`config.mk`:
```
export PLATFORM = sky130hd
export DESIGN_NAME = usbd_ep_regs
export DESIGN_NICKNAME = d
export VERILOG_FILES = /design/src/rtl/usbd_ep_regs.sv
export SDC_FILE = /design/constraint.sdc
export NUM_CORES = 1
export LEC_CHECK = 0
export BUFFER_PORTS_ARGS = -buffer_cell sky130_fd_sc_hd__buf_2
export CORE_AREA = 2 2 190 192
export CTS_CLUSTER_SIZE = 10
export DETAILED_ROUTE_END_ITERATION = 6
export DIE_AREA = 0 0 192 194
export PLACE_DENSITY = 0.76
export SLEW_MARGIN = 30
export SYNTH_ARGS = -nofsm -noshare
export SYNTH_HDL_FRONTEND = slang
export SYNTH_SLANG_ARGS = --single-unit
```
`constraint.sdc`:
```
create_clock -name clk -period 1.98 [get_ports clk]
set_input_delay 0.198 -clock clk [delete_from_list [all_inputs] [get_ports clk]]
set_output_delay 0.198 -clock clk [all_outputs]
set_load 0.02 [all_outputs]
```
`src/rtl/usbd_ep_regs.sv`:
```
module usbd_ep_regs #(
  parameter int NUM_EP = 16,
  parameter int ADDR_W = 8
) (
  input  logic                  clk,
  input  logic                  rst_n,
  input  logic                  bus_req,
  input  logic                  bus_we,
  input  logic [ADDR_W-1:0]     bus_addr,
  input  logic [31:0]           bus_wdata,
  output logic [31:0]           bus_rdata,
  output logic                  bus_rvalid,
  input  logic [2*NUM_EP-1:0]   hw_prime_ack,
  input  logic [2*NUM_EP-1:0]   hw_flush_ack,
  input  logic [2*NUM_EP-1:0]   hw_ready_set,
  input  logic [2*NUM_EP-1:0]   hw_ready_clr,
  input  logic [2*NUM_EP-1:0]   hw_complete,
  input  logic [NUM_EP-1:0]     hw_setup,
  input  logic                  hw_bus_reset,
  input  logic                  hw_port_change,
  input  logic                  hw_error,
  input  logic                  hw_ep0_in_done,
  output logic [2*NUM_EP-1:0]   prime_req,
  output logic [2*NUM_EP-1:0]   flush_req,
  output logic [2*NUM_EP-1:0]   ep_en,
  output logic [2*NUM_EP-1:0]   ep_stall,
  output logic [4*NUM_EP-1:0]   ep_type,
  output logic [2*NUM_EP-1:0]   ep_toggle_rst,
  output logic [6:0]            dev_addr,
  output logic                  run,
  output logic                  dev_mode
);
  localparam int BM_W  = 2*NUM_EP;
  localparam int EPI_W = (NUM_EP > 1) ? $clog2(NUM_EP) : 1;
  localparam logic [ADDR_W-1:0] A_CMD   = ADDR_W'('h00);
  localparam logic [ADDR_W-1:0] A_STAT  = ADDR_W'('h04);
  localparam logic [ADDR_W-1:0] A_ADDR  = ADDR_W'('h08);
  localparam logic [ADDR_W-1:0] A_MODE  = ADDR_W'('h0C);
  localparam logic [ADDR_W-1:0] A_SETUP = ADDR_W'('h10);
  localparam logic [ADDR_W-1:0] A_PRIME = ADDR_W'('h14);
  localparam logic [ADDR_W-1:0] A_FLUSH = ADDR_W'('h18);
  localparam logic [ADDR_W-1:0] A_READY = ADDR_W'('h1C);
  localparam logic [ADDR_W-1:0] A_CMPL  = ADDR_W'('h20);
  localparam logic [ADDR_W-1:0] A_CTRL  = ADDR_W'('h40);
  localparam logic [ADDR_W-1:0] CTRL_SPAN = ADDR_W'(4*NUM_EP);

  wire wr = bus_req & bus_we;
  wire rd = bus_req & ~bus_we;

  wire [ADDR_W-1:0] ctrl_off = bus_addr - A_CTRL;
  wire              ctrl_hit = (bus_addr >= A_CTRL) && (ctrl_off < CTRL_SPAN) && (ctrl_off[1:0] == 2'b00);
  wire [EPI_W-1:0]  ctrl_idx = EPI_W'(ctrl_off >> 2);
  wire              ctrl_wr  = wr & ctrl_hit;

  wire soft_rst = wr && (bus_addr == A_CMD) && bus_wdata[1];

  logic              run_q;
  logic [1:0]        mode_q;
  logic [3:0]        stat_q;
  logic [6:0]        addr_q, addr_new_q;
  logic              stage_q;
  logic [NUM_EP-1:0] setup_q;
  logic [BM_W-1:0]   prime_q, flush_q, ready_q, cmpl_q;

  logic [NUM_EP-1:0]      rx_en, tx_en, rx_stall, tx_stall;
  logic [NUM_EP-1:0][1:0] rx_type, tx_type;

  wire [3:0] stat_ev  = {hw_bus_reset, hw_port_change, hw_error, (|hw_complete) | (|hw_setup)};
  wire [3:0] stat_clr = (wr && bus_addr == A_STAT) ? {bus_wdata[6], bus_wdata[2], bus_wdata[1], bus_wdata[0]} : 4'b0;

  always_ff @(posedge clk or negedge rst_n) begin
    if (!rst_n) begin
      run_q  <= 1'b0;
      mode_q <= 2'b0;
      stat_q <= 4'b0;
    end else if (soft_rst) begin
      run_q  <= 1'b0;
      mode_q <= 2'b0;
      stat_q <= 4'b0;
    end else begin
      if (wr && bus_addr == A_CMD)  run_q  <= bus_wdata[0];
      if (wr && bus_addr == A_MODE) mode_q <= bus_wdata[1:0];
      stat_q <= (stat_q & ~stat_clr) | stat_ev;
    end
  end

  always_ff @(posedge clk or negedge rst_n) begin
    if (!rst_n) begin
      addr_q     <= 7'd0;
      addr_new_q <= 7'd0;
      stage_q    <= 1'b0;
    end else if (soft_rst) begin
      addr_q     <= 7'd0;
      addr_new_q <= 7'd0;
      stage_q    <= 1'b0;
    end else if (wr && bus_addr == A_ADDR) begin
      addr_new_q <= bus_wdata[31:25];
      stage_q    <= bus_wdata[24];
      if (!bus_wdata[24]) addr_q <= bus_wdata[31:25];
    end else if (stage_q && hw_ep0_in_done) begin
      addr_q  <= addr_new_q;
      stage_q <= 1'b0;
    end
  end

  wire [BM_W-1:0]   prime_set = (wr && bus_addr == A_PRIME) ? bus_wdata[BM_W-1:0] : '0;
  wire [BM_W-1:0]   flush_set = (wr && bus_addr == A_FLUSH) ? bus_wdata[BM_W-1:0] : '0;
  wire [BM_W-1:0]   cmpl_clr  = (wr && bus_addr == A_CMPL)  ? bus_wdata[BM_W-1:0] : '0;
  wire [NUM_EP-1:0] setup_clr = (wr && bus_addr == A_SETUP) ? bus_wdata[NUM_EP-1:0] : '0;

  always_ff @(posedge clk or negedge rst_n) begin
    if (!rst_n) begin
      prime_q <= '0;
      flush_q <= '0;
      ready_q <= '0;
      cmpl_q  <= '0;
      setup_q <= '0;
    end else if (soft_rst) begin
      prime_q <= '0;
      flush_q <= '0;
      ready_q <= '0;
      cmpl_q  <= '0;
      setup_q <= '0;
    end else begin
      prime_q <= (prime_q & ~hw_prime_ack) | prime_set;
      flush_q <= (flush_q & ~hw_flush_ack) | flush_set;
      ready_q <= (ready_q & ~hw_ready_clr) | hw_ready_set;
      cmpl_q  <= (cmpl_q & ~cmpl_clr) | hw_complete;
      setup_q <= (setup_q & ~setup_clr) | hw_setup;
    end
  end

  for (genvar n = 0; n < NUM_EP; n++) begin : g_ep
    wire sel = ctrl_wr && (ctrl_idx == EPI_W'(n));
    logic rxs, txs, rxt, txt;

    always_ff @(posedge clk or negedge rst_n) begin
      if (!rst_n) begin
        rxs <= 1'b0; txs <= 1'b0; rxt <= 1'b0; txt <= 1'b0;
      end else if (soft_rst) begin
        rxs <= 1'b0; txs <= 1'b0; rxt <= 1'b0; txt <= 1'b0;
      end else begin
        rxt <= sel & bus_wdata[6];
        txt <= sel & bus_wdata[22];
        if (sel) begin
          rxs <= bus_wdata[0];
          txs <= bus_wdata[16];
        end
      end
    end

    assign rx_stall[n]          = rxs;
    assign tx_stall[n]          = txs;
    assign ep_toggle_rst[n]        = rxt;
    assign ep_toggle_rst[NUM_EP+n] = txt;

    if (n == 0) begin : g_fixed
      assign rx_en[n]   = 1'b1;
      assign tx_en[n]   = 1'b1;
      assign rx_type[n] = 2'd0;
      assign tx_type[n] = 2'd0;
    end else begin : g_cfg
      logic       rxe, txe;
      logic [1:0] rxty, txty;
      always_ff @(posedge clk or negedge rst_n) begin
        if (!rst_n) begin
          rxe <= 1'b0; txe <= 1'b0; rxty <= 2'd0; txty <= 2'd0;
        end else if (soft_rst) begin
          rxe <= 1'b0; txe <= 1'b0; rxty <= 2'd0; txty <= 2'd0;
        end else if (sel) begin
          rxe  <= bus_wdata[7];
          txe  <= bus_wdata[23];
          rxty <= bus_wdata[3:2];
          txty <= bus_wdata[19:18];
        end
      end
      assign rx_en[n]   = rxe;
      assign tx_en[n]   = txe;
      assign rx_type[n] = rxty;
      assign tx_type[n] = txty;
    end

    assign ep_en[n]             = rx_en[n];
    assign ep_en[NUM_EP+n]      = tx_en[n];
    assign ep_stall[n]          = rx_stall[n];
    assign ep_stall[NUM_EP+n]   = tx_stall[n];
    assign ep_type[2*n +: 2]          = rx_type[n];
    assign ep_type[2*(NUM_EP+n) +: 2] = tx_type[n];
  end

  wire [31:0] ctrl_rd = {8'h00, tx_en[ctrl_idx], 3'b000, tx_type[ctrl_idx], 1'b0, tx_stall[ctrl_idx],
                         8'h00, rx_en[ctrl_idx], 3'b000, rx_type[ctrl_idx], 1'b0, rx_stall[ctrl_idx]};

  logic [31:0] rd_mux;
  always_comb begin
    rd_mux = 32'h0;
    if (ctrl_hit)                   rd_mux = ctrl_rd;
    else if (bus_addr == A_CMD)     rd_mux = {31'h0, run_q};
    else if (bus_addr == A_STAT)    rd_mux = {25'h0, stat_q[3], 3'b000, stat_q[2:0]};
    else if (bus_addr == A_ADDR)    rd_mux = {addr_new_q, stage_q, 24'h0};
    else if (bus_addr == A_MODE)    rd_mux = {30'h0, mode_q};
    else if (bus_addr == A_SETUP)   rd_mux = 32'(setup_q);
    else if (bus_addr == A_PRIME)   rd_mux = 32'(prime_q);
    else if (bus_addr == A_FLUSH)   rd_mux = 32'(flush_q);
    else if (bus_addr == A_READY)   rd_mux = 32'(ready_q);
    else if (bus_addr == A_CMPL)    rd_mux = 32'(cmpl_q);
  end

  always_ff @(posedge clk or negedge rst_n) begin
    if (!rst_n) begin
      bus_rdata  <= 32'h0;
      bus_rvalid <= 1'b0;
    end else begin
      bus_rvalid <= rd;
      if (rd) bus_rdata <= rd_mux;
    end
  end

  assign prime_req = prime_q;
  assign flush_req = flush_q;
  assign dev_addr  = addr_q;
  assign run       = run_q;
  assign dev_mode  = (mode_q == 2'd2);
endmodule

```
==> results.md <==
- Crit-path cells: mux4_2 -> mux2_2 -> nand3_1 -> o31ai_1 -> a221o_1
- Asr flop ratio synth: 100%
- Post-Layout Cell Count: 2,980
- Hold wc startpoint: hw_ready_clr[27]
- Minimum clock period: 1900 ps
- CTS tree: done
- Synth cell count leaders: dfrtp_1, a21oi_1, nand2_1
- CP endpoint kind: register
- Status: finished with violations
- Core area: 35,200 sq um
- Io pins: 490
- DP HPWL: 50,700 microns
- Clock Root Buffer: clkbuf_16
- Reg2reg path depth: 5
- Worst-margin pin slew: 899 ps
- Setup CP Type: reg2reg
- Synth cell types: 62
- Post-Synthesis Cells: 1,847
- Clk_lat worst skew: 540 ps
- Final worst setup slack: 77.3 ps
- Max_cap viols: 0
- DP Worst Slack: -433 ps
- 1st-iter DRT viols: 1,797
- Hold crit path type: in2reg
- CP peak stage delay: 550 ps
- First-pass GRT wire length: 110,000 microns
- Hold depth: 4
- Clock transition at the registers of the reported paths: 50 ps
- CTS sink cnt: 353
- # setup viols final: 0
- Tcrit/Tclk final: 96.1%
- PwrDens: 703 nW/um^2
- Post-route total power: 16.7 mW
- Failing checks: hold timing
- Tot GR Track Use: 39.1%
- Initial Util: 49.1%
- Unrepaired setup endpoints after global routing: no
- Placed insts: 2,744
- Cell taking the most area after synthesis: dfrtp_1
- Final net count: 2,730
- Skew final: 17.7 ps
- Total CTS buffers: 42
- Slowest-stage cell, CP: mux4_2
- Yosys Warn Count: 0
- Hold path endpoint: ready_q[27]$_DFF_PN0_
- EDFF count, synth: 0
- DRT antenna net count: 0
- Die ar.: 37,200 sq um
- DRC Markers: 0
- Mapped Area: 17,300 sq um
- CTS Buffer Depth: 3
- Most frequent cell after synthesis: dfrtp_1
- Critical path peak fanout: 3
- Num rows: 69
- Fin Setup TNS: 0 ps
- Share of layout cells above drive strength 1: 30.9%
- Design Area, Final: 23,800 sq um
- Startpoint types: register
- Number of synthesized register bits: 353
- Antenna violations before repair: 6
- Slew headroom: 39.6%
- Post-Syn Area per Cell: 9.37 sq um
- Vias/cell: 6.08
- Via count: 18,117
- DR pass1 iterations: 6
- Worst reg2reg startpoint: g_ep[11].g_cfg.txty[0]$_DFFE_PN0P_
- Final GP Congestion: 0.977
- R2r endpoint: bus_rdata[18]$_DFFE_PN0P_
- WHS: -7.44 ps
- Grt total ovfl: 0
- Die width: 192 microns
- Lkg Pwr: 11.6 nW
- Final WL: 73,600 microns
- Reg2reg setup slack: 80 ps
- Largest cells by area after synthesis: dfrtp_1, a21oi_1, nand2_1
- Worst EP required: 2390 ps
- Die Ht: 194 microns
- Max Freq: 0.526 GHz
- # H-tree levels: 2
- Largest vdd supply drop: 0.000517 V
- Post-CTS setup buffers: 0
- Post-Route Utilization: 67.5%
- Vias in the first global route: 18,278
- Dpl cell area: 20,800 sq um
- Critical Path AT: 2310 ps
- Average routed wire per standard cell: 24.7 microns
- P&R area growth vs syn: 37.4%
- Final slew viol count: 0
- Port Buffer Count: 483
- Final-report hold violation count: 1
- Top-area cell type share of the netlist area: 51.1%
- Ys flop type: dfrtp_1
- Post-synthesis sequential area ratio: 51.1%
- Largest net degree at the start of global routing: 65
## how the worst max path moves through the flow
stage	end	slack (ps)	cells past startpoint	start
CTS	bus_rdata[18]$_DFFE_PN0P_	100	5	g_ep[11].g_cfg.txty[0]$_DFFE_PN0P_
floorplan	bus_rdata[24]$_DFFE_PN0P_	40	8	bus_addr[7]
global route	flush_req[13]$_DFF_PN0_	9	11	bus_addr[7]
finish	bus_rdata[18]$_DFFE_PN0P_	80	5	g_ep[11].g_cfg.txty[0]$_DFFE_PN0P_
global placement	bus_rdata[2]$_DFFE_PN0P_	-340	8	bus_addr[7]
detailed placement	bus_rdata[3]$_DFFE_PN0P_	-430	7	bus_addr[7]
## cells in the final DEF (no fill, tap or decap), drive strengths merged, types with 3 or more instances in the layout
cell type    synthesis  layout
a211oi               3       3
nor4                18      18
o21ai               36      36
o211ai               4       4
dlygate4sd3          0     179
mux2                 8       8
conb                 2       6
nor3                20      20
a22oi               21      21
o31ai                6       6
diode                0       4
nor2               243     243
and3                 3       3
a211o                4       4
a221oi              24      24
a31oi               20      20
nor2b               70      70
a2111oi              4       4
nand2b              17      17
a221o               22      22
and2                 3       3
mux2i               37      37
nand4                4       4
mux4                25      25
buf                166     659
inv                 36      37
clkbuf              61      50
nand3               87      87
a21oi              272     272
nand2              250     250
dfrtp              353     353
## cell families (layout without fill, tap and decap cells)
kind of cell    Yosys count  in the layout  share of synthesized area, %
compound gates          433            433                          14.9
flops                   353            353                          51.1
buf+inv                 264            928                          8.79
other cells               2             10                        0.0434
mux                      70             70                          5.92
simple gates            725            725                          19.3
## metal layers
layer	vias up	part of all wire (%)	GRT usage, %
li1	7572	-	-
met1	8825	36	48.0
met2	1378	47	62.6
met3	340	10	8.11
met4	2	7.4	25.5
met5	-	0.015	0
## critical path, delay by kind of cell (launching register included)
kind / cells / cell delay [ps]
multiplexers: 2 / 860
AND/OR/NAND/NOR: 1 / 100
AO/OA/AOI/OAI: 2 / 410
flip-flops: 1 / 410
## flip-flops by register name, summed over array words and instances, names as in the netlist, 16 cells and up
register and cells:
bus_rdata 32, cmpl_q 32, flush_req 32, g_ep.g_cfg.rxty 30, g_ep.g_cfg.txty 30, g_ep.rxs 16
g_ep.rxt 16, g_ep.txs 16, g_ep.txt 16, prime_req 32, ready_q 32, setup_q 16
## where the power goes
part	leakage [nW]	switching, mW	total [mW]	internal (mW)
registers	4.54	0.168	7.57	7.40
clock network	0.583	2.90	7.09	4.19
logic	6.50	1.20	2.05	0.850
total	11.6	4.26	16.7	12.4
## what timing repair did
| item | in CTS | in global routing |
|---|---|---|
| endpoints found under the setup margin | 0 | 3 |
| hold buffers | 179 | 0 |
| hold endpoints to repair | 491 | 0 |
| resized for setup | 0 | 1 |
## final cells by class
type,count,area [sq um]
diodes,4,10.0
clock buffers,50,1120
clock inverters,3,68.8
fillers,2658,11500
inverters,37,139
multi-input cells,1234,7010
flip-flops and latches,353,8830
well taps,461,577
repair buffers,838,6010
Note: power is estimated with default switching activity, not from simulation.
